[src/rtl/rws_pkg.sv]
package rws_pkg;

    localparam logic [7:0] OP_SKIP    = 8'h00;
    localparam logic [7:0] OP_DIRECT  = 8'h01;
    localparam logic [7:0] OP_INDEXED = 8'h09;

    localparam logic [1:0] CSR_CTRL = 2'd0;
    localparam logic [1:0] CSR_HEAD = 2'd1;
    localparam logic [1:0] CSR_TAIL = 2'd2;

    localparam int CTRL_EN_BIT   = 0;
    localparam int CTRL_BUSY_BIT = 1;
    localparam int CTRL_ERR_BIT  = 2;

    localparam int OFFS_W = 20;
    localparam int SLOT_BYTES = 8;

    typedef enum logic [1:0] {
        K_SKIP,
        K_DIRECT,
        K_INDEXED,
        K_BAD
    } slot_kind_e;

    typedef enum logic [1:0] {
        ST_IDLE,
        ST_REQ,
        ST_WAIT,
        ST_HI
    } seq_state_e;

    typedef struct packed {
        slot_kind_e          kind;
        logic [OFFS_W-1:0]   offs;
        logic [3:0]          be;
        logic [31:0]         lo;
        logic [31:0]         hi;
    } slot_dec_t;

    typedef struct packed {
        logic                en;
        logic [OFFS_W-1:0]   offs;
        logic [31:0]         data;
        logic [3:0]          be;
    } regwr_t;

    function automatic slot_kind_e op_kind(input logic [7:0] op);
        case (op)
            OP_SKIP:    return K_SKIP;
            OP_DIRECT:  return K_DIRECT;
            OP_INDEXED: return K_INDEXED;
            default:    return K_BAD;
        endcase
    endfunction

endpackage

[src/rtl/rws_decode.sv]
module rws_decode
    import rws_pkg::*;
(
    input  logic [63:0] slot,
    output slot_dec_t   dec
);
    always_comb begin
        dec.kind = op_kind(slot[63:56]);
        dec.be   = slot[55:52];
        dec.offs = slot[32+OFFS_W-1:32];
        dec.lo   = slot[31:0];
        dec.hi   = slot[63:32];
    end
endmodule

[src/rtl/rws_csr.sv]
module rws_csr
    import rws_pkg::*;
#(
    parameter int AW = 16
) (
    input  logic          clk,
    input  logic          rst,
    input  logic          csr_we,
    input  logic [1:0]    csr_addr,
    input  logic [31:0]   csr_wdata,
    input  logic          busy,
    input  logic          err_set,
    output logic          enable,
    output logic          err,
    output logic [AW-1:0] head,
    output logic [AW-1:0] tail,
    output logic          launch,
    output logic [31:0]   csr_rdata
);
    logic wr_ctrl, wr_head, wr_tail;
    logic unused_wbits;

    assign wr_ctrl = csr_we && (csr_addr == CSR_CTRL);
    assign wr_head = csr_we && (csr_addr == CSR_HEAD);
    assign wr_tail = csr_we && (csr_addr == CSR_TAIL);
    assign launch  = wr_tail && enable && !busy;
    assign unused_wbits = ^csr_wdata[31:AW];

    always_ff @(posedge clk) begin
        if (rst) begin
            enable <= 1'b0;
            err    <= 1'b0;
            head   <= '0;
            tail   <= '0;
        end else begin
            if (wr_ctrl) enable <= csr_wdata[CTRL_EN_BIT];
            if (err_set) err <= 1'b1;
            else if (wr_ctrl && csr_wdata[CTRL_ERR_BIT]) err <= 1'b0;
            if (wr_head && !busy) head <= csr_wdata[AW-1:0];
            if (wr_tail && !busy) tail <= csr_wdata[AW-1:0];
        end
    end

    always_comb begin
        csr_rdata = '0;
        case (csr_addr)
            CSR_CTRL: begin
                csr_rdata[CTRL_EN_BIT]   = enable;
                csr_rdata[CTRL_BUSY_BIT] = busy;
                csr_rdata[CTRL_ERR_BIT]  = err;
            end
            CSR_HEAD: csr_rdata = 32'(head);
            CSR_TAIL: csr_rdata = 32'(tail);
            default:  csr_rdata = '0;
        endcase
    end

    p_head_frozen_r9: assert property (@(posedge clk) disable iff (rst)
        busy |=> $stable(head));
    p_tail_frozen_r9: assert property (@(posedge clk) disable iff (rst)
        busy |=> $stable(tail));
    p_no_start_disabled_r2: assert property (@(posedge clk) disable iff (rst)
        (!enable && !busy) |=> !busy);
endmodule

[src/rtl/rws_seq.sv]
module rws_seq
    import rws_pkg::*;
#(
    parameter int AW = 16
) (
    input  logic          clk,
    input  logic          rst,
    input  logic          launch,
    input  logic [AW-1:0] head,
    input  logic [AW-1:0] tail,
    input  logic          mem_rvalid,
    input  slot_dec_t     dec,
    output logic          busy,
    output logic          mem_req,
    output logic [AW-1:0] mem_addr,
    output logic          err_set,
    output regwr_t        wr
);
    localparam logic [AW-1:0] STEP = AW'(SLOT_BYTES);
    localparam logic [AW-1:0] ALIGN_MASK = ~(AW'(SLOT_BYTES - 1));

    seq_state_e    state;
    logic [AW-1:0] fa;
    logic [AW-1:0] head_al, tail_al;
    logic          at_tail;
    logic          in_data;
    logic [31:0]   remaining;
    logic [OFFS_W-1:0] offs_q;
    logic [31:0]   hi_q;

    assign head_al  = head & ALIGN_MASK;
    assign tail_al  = tail & ALIGN_MASK;
    assign at_tail  = (fa == tail_al);
    assign busy     = (state != ST_IDLE);
    assign mem_req  = (state == ST_REQ) && !at_tail;
    assign mem_addr = fa;
    assign err_set  = (state == ST_WAIT) && mem_rvalid && !in_data
                      && (dec.kind == K_BAD);

    always_ff @(posedge clk) begin
        if (rst) begin
            state     <= ST_IDLE;
            fa        <= '0;
            in_data   <= 1'b0;
            remaining <= '0;
            offs_q    <= '0;
            hi_q      <= '0;
            wr        <= '0;
        end else begin
            wr.en <= 1'b0;
            case (state)
                ST_IDLE: begin
                    if (launch) begin
                        fa        <= head_al;
                        in_data   <= 1'b0;
                        remaining <= '0;
                        state     <= ST_REQ;
                    end
                end
                ST_REQ: begin
                    state <= at_tail ? ST_IDLE : ST_WAIT;
                end
                ST_WAIT: begin
                    if (mem_rvalid) begin
                        fa <= fa + STEP;
                        if (in_data) begin
                            wr <= '{en: 1'b1, offs: offs_q, data: dec.lo, be: 4'hF};
                            if (remaining >= 32'd2) begin
                                remaining <= remaining - 32'd2;
                                hi_q      <= dec.hi;
                                in_data   <= (remaining != 32'd2);
                                state     <= ST_HI;
                            end else begin
                                remaining <= '0;
                                in_data   <= 1'b0;
                                state     <= ST_REQ;
                            end
                        end else begin
                            case (dec.kind)
                                K_DIRECT: begin
                                    wr <= '{en: 1'b1, offs: dec.offs, data: dec.lo, be: dec.be};
                                    state <= ST_REQ;
                                end
                                K_INDEXED: begin
                                    offs_q    <= dec.offs;
                                    remaining <= dec.lo;
                                    in_data   <= (dec.lo != 32'd0);
                                    state     <= ST_REQ;
                                end
                                K_BAD:   state <= ST_IDLE;
                                default: state <= ST_REQ;
                            endcase
                        end
                    end
                end
                ST_HI: begin
                    wr    <= '{en: 1'b1, offs: offs_q, data: hi_q, be: 4'hF};
                    state <= ST_REQ;
                end
                default: state <= ST_IDLE;
            endcase
        end
    end

    p_fetch_aligned_r3: assert property (@(posedge clk) disable iff (rst)
        mem_req |-> (mem_addr[2:0] == 3'b000));
    p_pack_hi_full_be_r5: assert property (@(posedge clk) disable iff (rst)
        (state == ST_HI) |=> (wr.en && wr.be == 4'hF));
    p_stop_at_tail_r3: assert property (@(posedge clk) disable iff (rst)
        $fell(busy) |-> (at_tail || $past(err_set)));
    p_bad_no_write_r8: assert property (@(posedge clk) disable iff (rst)
        err_set |=> !wr.en && !busy);
endmodule

[src/rtl/regwr_stream.sv]
module regwr_stream
    import rws_pkg::*;
#(
    parameter int AW = 16
) (
    input  logic          clk,
    input  logic          rst,
    input  logic          csr_we,
    input  logic [1:0]    csr_addr,
    input  logic [31:0]   csr_wdata,
    output logic [31:0]   csr_rdata,
    output logic          busy,
    output logic          mem_req,
    output logic [AW-1:0] mem_addr,
    input  logic          mem_rvalid,
    input  logic [63:0]   mem_rdata,
    output logic          rw_en,
    output logic [19:0]   rw_offset,
    output logic [31:0]   rw_data,
    output logic [3:0]    rw_be
);
    logic          enable, err, launch, err_set;
    logic [AW-1:0] head, tail;
    slot_dec_t     dec;
    regwr_t        wr;

    rws_csr #(.AW(AW)) u_csr (
        .clk(clk), .rst(rst), .csr_we(csr_we), .csr_addr(csr_addr),
        .csr_wdata(csr_wdata), .busy(busy), .err_set(err_set),
        .enable(enable), .err(err), .head(head), .tail(tail),
        .launch(launch), .csr_rdata(csr_rdata)
    );

    rws_decode u_dec (.slot(mem_rdata), .dec(dec));

    rws_seq #(.AW(AW)) u_seq (
        .clk(clk), .rst(rst), .launch(launch), .head(head), .tail(tail),
        .mem_rvalid(mem_rvalid), .dec(dec), .busy(busy), .mem_req(mem_req),
        .mem_addr(mem_addr), .err_set(err_set), .wr(wr)
    );

    assign rw_en     = wr.en;
    assign rw_offset = wr.offs;
    assign rw_data   = wr.data;
    assign rw_be     = wr.be;

    p_write_in_run_r4: assert property (@(posedge clk) disable iff (rst)
        rw_en |-> busy);
    p_err_idle_r8: assert property (@(posedge clk) disable iff (rst)
        $rose(err) |-> !busy);
    p_req_in_run_r3: assert property (@(posedge clk) disable iff (rst)
        mem_req |-> busy && enable);
endmodule

[config.mk]
export PLATFORM = sky130hd
export DESIGN_NAME = regwr_stream
export DESIGN_NICKNAME = d
export VERILOG_FILES = /design/src/rtl/rws_pkg.sv /design/src/rtl/rws_decode.sv /design/src/rtl/rws_csr.sv /design/src/rtl/rws_seq.sv /design/src/rtl/regwr_stream.sv
export SDC_FILE = /design/constraint.sdc
export NUM_CORES = 1
export LEC_CHECK = 0
export BUFFER_PORTS_ARGS = -buffer_cell sky130_fd_sc_hd__buf_2
export CORE_ASPECT_RATIO = 1.25
export CORE_UTILIZATION = 50
export CTS_CLUSTER_DIAMETER = 100
export DETAILED_ROUTE_END_ITERATION = 8
export HOLD_SLACK_MARGIN = 0.15
export PLACE_DENSITY_LB_ADDON = 0.25
export SYNTH_ARGS = -nofsm -noshare
export SYNTH_HDL_FRONTEND = slang
export SYNTH_SLANG_ARGS = --single-unit
[constraint.sdc]
create_clock -name clk -period 6.2 [get_ports clk]
set_input_delay 1.24 -clock clk [delete_from_list [all_inputs] [get_ports clk]]
set_output_delay 1.24 -clock clk [all_outputs]
set_load 0.05 [all_outputs]
After elaboration in Yosys (flattened, before gate mapping)
Cells that the tools add are included.
- multiplexer cells: 31
- bitwise logic cells: 1
- add/sub/neg operators: 2
- eq/ne operators: 16
- reductions and logical operators: 29
- magnitude comparators: 1
- operators with widths (operator ; count):
    $mux W57 ; 3
    $mux W32 ; 5
    $pmux W57 S2 ; 1
    $pmux W32 S2 ; 1
    $ge A32 B2 Y1 const B ; 1
    $mux W16 ; 2
    $ne A32 B2 Y1 const B ; 1
    $pmux W16 S2 ; 1
    $reduce_bool A32 Y1 ; 1
    $sub A32 B2 Y32 const B ; 1
    $pmux W13 S2 ; 1
    $add A16 B4 Y16 const B ; 1
    $eq A16 B16 Y1 ; 1
    $logic_and A1 B1 Y1 ; 12
    $reduce_and A4 Y1 ; 3
    $eq A2 B2 Y1 const B ; 5
    $mux W2 ; 5
    $pmux W3 S3 ; 1
    $eq A8 B1 Y1 const B ; 1
    $eq A8 B4 Y1 const B ; 1
    $logic_not A8 Y1 ; 1
    $mux W1 ; 8
    $pmux W2 S4 ; 1
    $reduce_bool A2 Y1 ; 4
    10 further kinds ; 18
- register bits after elaboration: 194
- bits of input ports: 102
- logic and storage cells: 94
- output and inout port bits: 107

Longest topological paths before layout
Gate-level depths: netlist of run 1.
- depth in word-level cells: 7
- depth in mapped cells: 11
- mapped depth without buffers: 8

Hierarchy
From an unflattened synthesis of run 1, not the netlist that was laid out.
- cells, all modules: 1178
- area, all modules: 9860.7 µm²
- modules (own cells, without submodules) (module ; seq. area each (µm²) ; area an instance (µm²) ; times used ; cells each):
    rws_seq ; 3143.0 ; 7305.8 ; 1 ; 894
    rws_csr ; 680.7 ; 1863.0 ; 1 ; 192
    rws_decode ; 0.0 ; 691.9 ; 1 ; 92

Worst setup path before layout of run 1
No wires, ideal clock.
- kind: input port to output port
- start: input port csr_addr[1]
- end: output port csr_rdata[10]
- data required time: 4.960 ns
- path buffers: 2
- arrival: 2.794 ns
- cell stages on the path: 6
- slack: 2.166 ns
- path through: inv_1 -> ha_1 -> clkbuf_1 -> clkbuf_1 -> a22oi_1 -> nor2b_1
- longest elaborated chain between the ends: 2
- elaborated cells between the ends (all ways): 3
- those cells by class: eq/ne: 2; mux: 1
- RTL lines (item ; RTL line ; RTL):
    from (decl) ; regwr_stream.sv:9 ; input logic [1:0] csr_addr,
    $eq A2 B2 Y1 / $eq A2 B1 Y1 (equally long branches) ; rws_csr.sv:46 ; case (csr_addr)
    $pmux W13 S2 (*) ; rws_csr.sv:46 ;
    to (decl) ; regwr_stream.sv:11 ; output logic [31:0] csr_rdata,
Mark *: on every way between the ends. The rest lies on a longest branch, timed or not.

Worst setup path in the final report of run 1
- start: input port csr_addr[1]
- end: output port csr_rdata[1]
- longest elaborated chain between the ends: 2
- elaborated cells between the ends (all ways): 4
- those cells by class: eq/ne: 2; mux: 1; reduce/logical: 1
- RTL lines (item ; RTL line):
    $eq A2 B2 Y1 (tied with other cells) ; rws_csr.sv:46
    $pmux W3 S3 (*) ; rws_csr.sv:46
Marks and branches as above.

==> summary.md, run 1 <==
| Metric | Value |
|---|---|
| Status | completed |
| Detailed-route via count | ~9000 |
| Area enclosed by the die boundary | between 15000 and 20000 µm² |
| Finish-stage setup viols | 0 |
| Final critical-path share of the clock period | ~64% |
| Number of sinks handled by clock tree synthesis | 191 |
| Max Fanout on Critical Path | 18 |
| Insertion delay to the later sink of the worst-skew pair | 0.43 ns |
| Area after DPL | around 9900 µm² |
| Peak ir drop on the vdd network | roughly 0.18 mV |
| Most used DFF post-synth | sky130_fd_sc_hd__dfxtp_1 |
| Final nets | 1358 |
| Static leakage power | 4.45 nW |
| DR WL/cell | between 15 and 20 µm |
| Launching element type of the critical path | primary input |
| Synth cell types | 68 |
| Count of flip-flops with a built-in enable after synthesis | 0 |
| Total inserted antenna cells | 0 |
| Max-Cap Viols | 0 |
| Post-DRT Antenna Nets | 0 |
| Total I/O pin count | between 200 and 250 |
| Crit path required time | between 4 and 5 ns |
| Yosys warning count | 0 |
| Global-route congestion overflow total | 0 |
| Die span in y | between 150 and 200 µm |
| Total CTS buffers | 17 |
| Worst EP arrival | roughly 2.7 ns |
| TritonCTS clock tree | built |
| Final slew viol count | 0 |
| Critical path class | primary input to output port |
| Ys async rst share | 0% |
| Worst clock skew | 0.0103 ns |
| Post-route DRC violation count | 0 |
| Post-Route Utilization | between 50% and 60% |
| Vias per cell | ~6 |
| Highest attainable clock frequency | about 0.25 GHz |
| Overall Global Routing Usage | about 28% |
| Slew at the pin with the worst max-slew slack | 1.15 ns |
| Setup TNS after final layout | 0 ns |
| Layout area overhead | 14.8% |
| Largest net degree at the start of global routing | between 100 and 150 |
| Initial cell density of the core | 51.5% |
| Sequential-to-total area share from yosys stat | a little over two fifths |
| Iteration-0 DRC Markers | approximately 750 |
| Tightest hold margin | ~0.46 ns |
| Clock tree root buffer cell | sky130_fd_sc_hd__clkbuf_16 |
| Initial antenna violation count | 1 |
| Number of H-tree levels | 4 |
| Setup bufs post-CTS | 0 |
| Number of hold violations in the final report | 0 |
| Total of cells resized after clock tree synthesis | 0 |
| Setup repair after global routing missed its margin | false |
| Area of the core | 17600 µm² |
| Synth area leader | sky130_fd_sc_hd__dfxtp_1 |
| Area fraction of the dominant cell type after synthesis | 42.1% |
| Via count of the first global-routing pass | just under 8000 |
| Total non-filler cell area in the finished layout | about 10000 µm² |
| Mean instance size in the synthesized netlist | 8.06 µm² |
| Register-to-register path setup slack | about 2.6 ns |
| Routability Congestion | ~0.93 |
| DRT Pass-1 Iters | 5 |
| Post-synthesis sequential element count | between 150 and 200 |
| Chip Width | roughly 120 µm |
| Port-buffer cells | approximately 170 |
| # rows | 54 |
| Most common library cell in the layout ignoring fill and taps | sky130_fd_sc_hd__dfxtp_1 |
| PwrDens | ~240 nW/µm² |
| Wire length of the first global-routing pass | 41800 µm |
| Nature of the critical path endpoint | output port |
| Synthesized netlist cell count | between 1000 and 1500 |
| Minimum clock period after layout | 3.96 ns |
| Sum of net half-perimeters after detailed placement | about 19000 µm |
| Max_slew headroom | between 20% and 30% |
| Cell types with the largest area share after synthesis | sky130_fd_sc_hd__dfxtp_1 (42%), sky130_fd_sc_hd__nand2_1 (7.1%), sky130_fd_sc_hd__nor2_1 (5.2%), sky130_fd_sc_hd__a21oi_1 (4.4%), sky130_fd_sc_hd__mux2i_1 (4.0%) |
| Total wirelength of the detailed-routed design | about 27000 µm |
| Netlist area before placement | about 9000 µm² |
| Leading cell types in the layout, fill and taps excluded | sky130_fd_sc_hd__dfxtp_1 (191), sky130_fd_sc_hd__buf_2 (172), sky130_fd_sc_hd__nand2_1 (171), sky130_fd_sc_hd__nor2_1 (127), sky130_fd_sc_hd__a21oi_1 (80) |
| Longest Clk Path Bufs | 2 |
| Number of hold buffers added after cts | 0 |
| Post-CTS clock slew at the launch and capture registers of the worst setup and hold paths | around 0.07 ns |
| Worst min-delay path category | register to register |
| Share of cells above drive strength 1 | a little under a fifth |
==> through the flow <==
stage | setup slack (ns) | std cells | total power [mW]
after detailed placement | 2.07 | 1451 | 1.52
after floorplan | 2.17 | 1145 | 1.44
final | 2.24 | 1483 | 2.52
after global routing | 2.12 | 1483 | 2.61
after CTS | 2.26 | 1483 | 2.54
after global placement | 2.11 | 1451 | 1.52
==> area by class of cell <==
class / count / area (µm²)
Inverter: 16 / 60.1
Multi-Input combinational cell: 838 / 4790
Timing Repair Buffer: 182 / 936
Sequential cell: 191 / 3820
Clock inverter: 12 / 100
Fill cell: 1659 / 7200
Tap cell: 224 / 280
Clock buffer: 20 / 437
==> worst max-delay path, stage by stage <==
cell	delay, ns
sky130_fd_sc_hd__buf_2	0.11
sky130_fd_sc_hd__inv_1	0.07
sky130_fd_sc_hd__ha_1	0.63
sky130_fd_sc_hd__a222oi_1	0.27
sky130_fd_sc_hd__nor2_1	0.13
sky130_fd_sc_hd__buf_2	0.27
==> state kept, by name, summed over array words and instances, names as in the netlist <==
signal and cells:
u_csr.enable 1, u_csr.err 1, u_csr.head 16, u_csr.tail 16
u_seq.hi_q 32, u_seq.in_data 1, u_seq.mem_addr 13, u_seq.offs_q 20
u_seq.remaining 32, u_seq.state 2, u_seq.wr 57
==> power breakdown <==
part | total [mW] | switching (mW) | internal (mW)
clock | 1.02 | 0.499 | 0.525
combinational | 0.243 | 0.178 | 0.0647
sequential | 1.26 | 0.0159 | 1.24
total | 2.52 | 0.693 | 1.83
==> logic make-up after synthesis <==
family	synth area share, %
and+or+nand+nor	24.0
AOI/OAI and AO/OA	20.4
DFF	42.1
buffers and inverters	5.96
muxes	3.97
xor gates and xnor gates	2.12
adders and majority gates	1.38
other	0.0413
==> metal layers <==
layer,vias to the layer above,global-route usage (%),wire length (µm)
met1,4140,35.5,10600
met4,0,17.1,1330
met2,371,44.9,12800
met5,-,0,0
met3,75,4.83,1820
li1,4225,-,-
==> worst paths after layout <==
path                        start                  end  cells past startpoint
hold / removal    u_seq.offs_q[2]      u_seq.offs_q[2]                      2
hold reg to reg   u_seq.offs_q[2]      u_seq.offs_q[2]                      2
setup / recovery      csr_addr[1]         csr_rdata[1]                      6
setup reg to reg   u_seq.state[0]  u_seq.remaining[21]                      9
==> cells in the mapped netlist (16+ instances only) <==
cell type / n
sky130_fd_sc_hd__a211oi_1: 37
sky130_fd_sc_hd__nand3_1: 25
sky130_fd_sc_hd__clkbuf_1: 68
sky130_fd_sc_hd__nand2_1: 172
sky130_fd_sc_hd__mux2i_1: 36
sky130_fd_sc_hd__xnor2_1: 16
sky130_fd_sc_hd__a21oi_1: 80
sky130_fd_sc_hd__o21ai_0: 55
sky130_fd_sc_hd__buf_4: 19
sky130_fd_sc_hd__dfxtp_1: 191
sky130_fd_sc_hd__nor3_1: 44
sky130_fd_sc_hd__nor2_1: 127
sky130_fd_sc_hd__nor4_1: 18
sky130_fd_sc_hd__a22oi_1: 20
sky130_fd_sc_hd__a221oi_1: 24
sky130_fd_sc_hd__nor2b_1: 20
sky130_fd_sc_hd__and3_1: 17
(Power assumes the default switching activity.)
==> run 2: changes to the inputs <==
CORE_UTILIZATION = 49   (was 50)
clock period = 3.6 ns   (was 6.2 ns; I/O delays follow)
==> summary.md, run 2 (synthesis gave the netlist of run 1 again) <==
| Metric | Value |
|---|---|
| Finish-stage setup viols | 0 |
| Nature of the critical path endpoint | output port |
| Largest net degree at the start of global routing | around 110 |
| Post-DRT Antenna Nets | 0 |
| Clock tree root buffer cell | sky130_fd_sc_hd__clkbuf_16 |
| Gate family responsible for the most delay along the worst path | simple AND/OR/NAND/NOR gates |
| Minimum clock period after layout | about 3.2 ns |
| Setup repair after global routing missed its margin | false |
| Number of hold violations in the final report | 0 |
| Cell total after placement | between 1000 and 1500 |
| Post-Route Utilization | around three fifths |
| Chip Width | between 100 and 150 µm |
| Port-buffer cells | 173 |
| Non-filler cells in the finished layout | about 1500 |
| Peak ir drop on the vdd network | approximately 0.30 mV |
| Register with the highest flop count | u_seq.wr |
| Share of cells above drive strength 1 | 19.2% |
| Initial cell density of the core | roughly half |
| Vias per cell | 5.88 |
| Crit path required time | 2.88 ns |
| Global-route congestion overflow total | 0 |
| GR peak layer | met2 |
| Initial antenna violation count | 4 |
| Number of buffer and inverter instances along the worst setup path | 1 |
| Total wirelength of the detailed-routed design | 27200 µm |
| Flip-flop count of the largest register, all copies and words added | 57 |
| Longest Clk Path Bufs | 2 |
| Area of the core | roughly 18000 µm² |
| Tightest hold margin | around 0.45 ns |
| # rows | 55 |
| Wire length of the first global-routing pass | between 40000 and 50000 µm |
| Number of hold buffers added after cts | 0 |
| Launching element type of the critical path | register |
| Number of H-tree levels | 4 |
| Met1 Resource Use GR | 35.4% |
| TritonCTS clock tree | built |
| Number of sinks handled by clock tree synthesis | approximately 190 |
| Post-CTS clock slew at the launch and capture registers of the worst setup and hold paths | roughly 0.07 ns |
| Setup bufs post-CTS | 0 |
| Area enclosed by the die boundary | 19100 µm² |
| Routability Congestion | 0.945 |
| Setup TNS after final layout | 0 ns |
| Placement-stage worst setup slack | roughly 0.64 ns |
| Cells traversed along the worst timing path | xor2_1 > nor4_1 > nand4_1 > o41a_1 > buf_2 |
| Status | completed |
| Most common library cell in the layout ignoring fill and taps | sky130_fd_sc_hd__dfxtp_1 |
| Overall Global Routing Usage | between 20% and 30% |
| Sum of net half-perimeters after detailed placement | slightly below 20000 µm |
| Worst clock skew | between 0.01 and 0.015 ns |
| Slew at the pin with the worst max-slew slack | roughly 1.1 ns |
| Smallest setup slack after layout | 0.402 ns |
| Final critical-path share of the clock period | a little under 90% |
| Regs by FF count | u_seq.wr (57), u_seq.hi_q (32), u_seq.remaining (32) |
| GRT met3 Usage | 5.53% |
| Total CTS buffers | 17 |
| Critical path class | register to output port |
| Slowest stage cell on the critical path | sky130_fd_sc_hd__nor4_1 |
| Static leakage power | 4.54 nW |
| PwrDens | around 420 nW/µm² |
| Leading cell types in the layout, fill and taps excluded | sky130_fd_sc_hd__dfxtp_1 (191), sky130_fd_sc_hd__buf_2 (172), sky130_fd_sc_hd__nand2_1 (171), sky130_fd_sc_hd__nor2_1 (127), sky130_fd_sc_hd__a21oi_1 (80) |
| Insertion delay to the later sink of the worst-skew pair | between 0.4 and 0.5 ns |
| Worst EP arrival | between 2 and 2.5 ns |
| Layout area overhead | 16.6% |
| Via count of the first global-routing pass | around 8000 |
| Total I/O pin count | ~210 |
| Max_slew headroom | 26.0% |
| Die span in y | between 150 and 200 µm |
| M2 GR Usage | 47.6% |
| Max Fanout on Critical Path | 7 |
| Total of cells resized after clock tree synthesis | 0 |
| DRT Pass-1 Iters | 7 |
| Post-route DRC violation count | 0 |
| Highest attainable clock frequency | 0.313 GHz |
| Max-Cap Viols | 0 |
| Detailed-route via count | 8843 |
| Number of filler cells placed in the layout | 1724 |
| Final slew viol count | 0 |
| Worst min-delay path category | register to register |
| Stage delay of the slowest cell on the critical path | ~0.55 ns |
| DR WL/cell | between 15 and 20 µm |
| Iteration-0 DRC Markers | 688 |
| Final nets | 1371 |
run 2: changes by cell type in the layout (fill, tap and decap cells not counted):
cell	previous run	this run
sky130_fd_sc_hd__inv_6	5	6
sky130_fd_sc_hd__inv_8	2	4
sky130_fd_sc_hd__clkinvlp_4	2	1
sky130_fd_sc_hd__clkbuf_8	0	1
sky130_fd_sc_hd__clkinv_4	1	0
sky130_fd_sc_hd__clkbuf_1	3	1
sky130_fd_sc_hd__buf_12	0	2
sky130_fd_sc_hd__diode_2	0	3
sky130_fd_sc_hd__buf_4	10	21
run 2: layer usage:
metal  wire length, µm  share of wire [%]
met1             10800                 40
met2             13500                 50
met3              1810                6.6
met4              1090                4.0
met5                11              0.040
run 2: worst paths after layout:
| path | startpoint | to | slack (ns) | depth (start not counted) |
|---|---|---|---|---|
| setup / recovery | u_seq.mem_addr[8] | mem_req | 0.40 | 5 |
| hold reg to reg | u_seq.hi_q[29] | u_seq.wr[33] | 0.45 | 2 |
| hold / removal | u_seq.hi_q[29] | u_seq.wr[33] | 0.45 | 2 |
| setup reg to reg | u_seq.remaining[21] | u_seq.remaining[7] | 0.71 | 6 |
run 2: cell type report:
class                   count  area, µm²  area share [%]
multi-input cells         838       4790            45.3
clock buffers              19        443            4.18
diodes                      3       7.51          0.0709
flip-flops and latches    191       3820            36.1
repair buffers            195       1060            10.0
inverters                  16       60.1           0.567
well taps                 228        285            2.69
clock inverters            13        115            1.09
run 2: power by group:
group | total, mW | internal [mW] | switching [mW]
Clock | 1.83 | 0.933 | 0.893
Sequential | 2.16 | 2.13 | 0.0279
Combinational | 0.425 | 0.116 | 0.309
run 2: worst reg2reg max path: cells and delay by family, from the launching register on:
family           cells  cell delay [ns]
AO/OA/AOI/OAI        2             0.39
flip-flops           1             0.36
AND/OR/NAND/NOR      4             2.03
run 2: per-stage QoR:
stage,total power [mW],cell area (µm²)
after global routing,4.58,10600
after floorplan,2.48,9150
final,4.41,10600
after detailed placement,2.63,10000
after global placement,2.63,10000
after CTS,4.43,10600
==> run 3: changes to the inputs <==
CORE_UTILIZATION = 50   (was 49)
CTS_BUF_LIST = sky130_fd_sc_hd__clkbuf_2 sky130_fd_sc_hd__clkbuf_4 sky130_fd_sc_hd__clkbuf_8   (was unset)
GPL_TIMING_DRIVEN = 0   (was unset)
PLACE_DENSITY_LB_ADDON = 0.08   (was 0.25)
==> summary.md, run 3 (synthesis gave the netlist of run 1 again) <==
| Metric | Value |
|---|---|
| Max_slew headroom | between 20% and 30% |
| Number of filler cells placed in the layout | around 1700 |
| Initial antenna violation count | 1 |
| Via count of the first global-routing pass | 8396 |
| Slowest stage cell on the critical path | sky130_fd_sc_hd__buf_1 |
| # rows | 54 |
| Status | completed |
| Overall Global Routing Usage | 31.6% |
| Largest net degree at the start of global routing | 18 |
| Register with the highest flop count | u_seq.wr |
| Setup TNS after final layout | 0 ns |
| Critical path launch point | csr_addr[0] |
| Static leakage power | ~4.6 nW |
| Final slew viol count | 0 |
| Peak ir drop on the vdd network | ~0.2 mV |
| Insertion delay to the later sink of the worst-skew pair | approximately 0.48 ns |
| Highest attainable clock frequency | a little over 0.3 GHz |
| Setup bufs post-CTS | 0 |
| Setup repair after global routing missed its margin | false |
| Non-filler cells in the finished layout | 1575 |
| Multi-input combinational cell area | around 4800 µm² |
| Routability Congestion | ~0.9 |
| Tightest hold margin | approximately 0.46 ns |
| Die span in y | 153 µm |
| TritonCTS clock tree | built |
| Total wirelength of the detailed-routed design | 29400 µm |
| Slew at the pin with the worst max-slew slack | 1.10 ns |
| Share of cells above drive strength 1 | 18.3% |
| Worst EP arrival | ~2.5 ns |
| Post-DRT Antenna Nets | 0 |
| Total I/O pin count | 209 |
| Reg area | roughly 3800 µm² |
| Hold Crit Start | u_seq.hi_q[19] |
| Nature of the critical path endpoint | output port |
| Number of buffer and inverter instances along the worst setup path | 5 |
| Longest Clk Path Bufs | 2 |
| Area enclosed by the die boundary | 18700 µm² |
| Max Fanout on Critical Path | 10 |
| Crit path required time | approximately 2.9 ns |
| Port-buffer cells | 173 |
| Vias per cell | approximately 6 |
| Most common library cell in the layout ignoring fill and taps | sky130_fd_sc_hd__dfxtp_1 |
| Minimum clock period after layout | 3.24 ns |
| Post-CTS clock slew at the launch and capture registers of the worst setup and hold paths | 0.10 ns |
| Total of cells resized after clock tree synthesis | 0 |
| Finish-stage setup viols | 0 |
| Detailed-route via count | between 9000 and 10000 |
| Register-to-register path setup slack | 0.46 ns |
| Sum of net half-perimeters after detailed placement | 22300 µm |
| Leading cell types in the layout, fill and taps excluded | sky130_fd_sc_hd__dfxtp_1 (191), sky130_fd_sc_hd__buf_2 (177), sky130_fd_sc_hd__nand2_1 (172), sky130_fd_sc_hd__nor2_1 (127), sky130_fd_sc_hd__a21oi_1 (80) |
| Global-route congestion overflow total | 0 |
| DRT Pass-1 Iters | 6 |
| Regs by FF count | u_seq.wr (57), u_seq.hi_q (32), u_seq.remaining (32) |
| Chip Width | 123 µm |
| Number of hold violations in the final report | 0 |
| Gate family responsible for the most delay along the worst path | buffers and inverters |
| Iteration-0 DRC Markers | 780 |
| Area of the core | between 15000 and 20000 µm² |
| Worst min-delay path category | register to register |
| Critical path class | primary input to output port |
| PwrDens | 374 nW/µm² |
| Launch point of the worst reg-to-reg path | u_seq.state[0] |
| Launching element type of the critical path | primary input |
| Initial cell density of the core | between 50% and 60% |
| Layout area overhead | 17.5% |
| Max-Cap Viols | 0 |
| Worst clock skew | 0.0184 ns |
| Cell repeated most along the worst path | sky130_fd_sc_hd__buf_2 |
| Final nets | 1449 |
| Final critical-path share of the clock period | between 90% and 100% |
| Number of sinks handled by clock tree synthesis | ~190 |
| Wire length of the first global-routing pass | approximately 45000 µm |
| Number of H-tree levels | 4 |
| Total CTS buffers | 17 |
| Cell total after placement | between 1500 and 2000 |
| DR WL/cell | approximately 19 µm |
| Post-route DRC violation count | 0 |
| Stage delay of the slowest cell on the critical path | about 0.48 ns |
| Number of hold buffers added after cts | 0 |
| Clock tree root buffer cell | sky130_fd_sc_hd__clkbuf_8 |
| Cells traversed along the worst timing path | buf_2 > inv_1 > ha_1 > clkbuf_1 > buf_1 > a22oi_1 > nor2b_1 > buf_2 |
| Post-Route Utilization | between 60% and 70% |
| Flip-flop count of the largest register, all copies and words added | 57 |
run 3: metal layers:
metal | track usage [%] | share of wire (%) | routed length, µm | up-vias
li1 | - | - | - | 4398
met1 | 39.2 | 40 | 11900 | 4296
met2 | 51.6 | 48 | 14200 | 404
met3 | 6.36 | 6.8 | 2000 | 105
met4 | 15.2 | 4.4 | 1290 | 0
met5 | 0 | 0 | 0 | -
run 3: worst register-to-register path, stage by stage, from the launching register on:
cell                       delay, ns
sky130_fd_sc_hd__dfxtp_1        0.41
sky130_fd_sc_hd__inv_1          0.09
sky130_fd_sc_hd__ha_1           0.24
sky130_fd_sc_hd__clkbuf_1       0.25
sky130_fd_sc_hd__inv_1          0.13
sky130_fd_sc_hd__clkbuf_1       0.45
sky130_fd_sc_hd__nand2_1        0.33
sky130_fd_sc_hd__and2_1         0.23
sky130_fd_sc_hd__clkbuf_1       0.26
sky130_fd_sc_hd__clkbuf_1       0.29
sky130_fd_sc_hd__a221oi_1       0.27
sky130_fd_sc_hd__nor3_1         0.08
run 3: per-stage QoR:
| step | cell area [µm²] | power [mW] | setup slack (ns) |
|---|---|---|---|
| after floorplan | 9150 | 2.48 | 0.606 |
| after global placement | 10300 | 2.66 | 0.0106 |
| after detailed placement | 10300 | 2.66 | -0.0360 |
| after CTS | 10700 | 4.00 | 0.393 |
| after global routing | 10700 | 4.13 | 0.147 |
| final | 10700 | 4.00 | 0.359 |
run 3: cell type report:
class / count / area share (%)
clock buffers: 21 / 2.59
inverters: 16 / 0.563
well taps: 224 / 2.63
plain buffers: 100 / 4.51
flip-flops and latches: 191 / 35.8
repair buffers: 173 / 8.11
diodes: 1 / 0.0234
clock inverters: 11 / 0.903
multi-input cells: 838 / 44.8
run 3: path summary, 6_finish.rpt:
path | to | depth (start not counted)
setup / recovery | csr_rdata[13] | 8
hold / removal | u_seq.wr[23] | 2
setup reg to reg | u_seq.wr[53] | 11
hold reg to reg | u_seq.wr[23] | 2
run 3: power by group:
part	switching [mW]	internal, mW
sequential	0.0311	2.14
combinational	0.323	0.132
clock	0.826	0.549
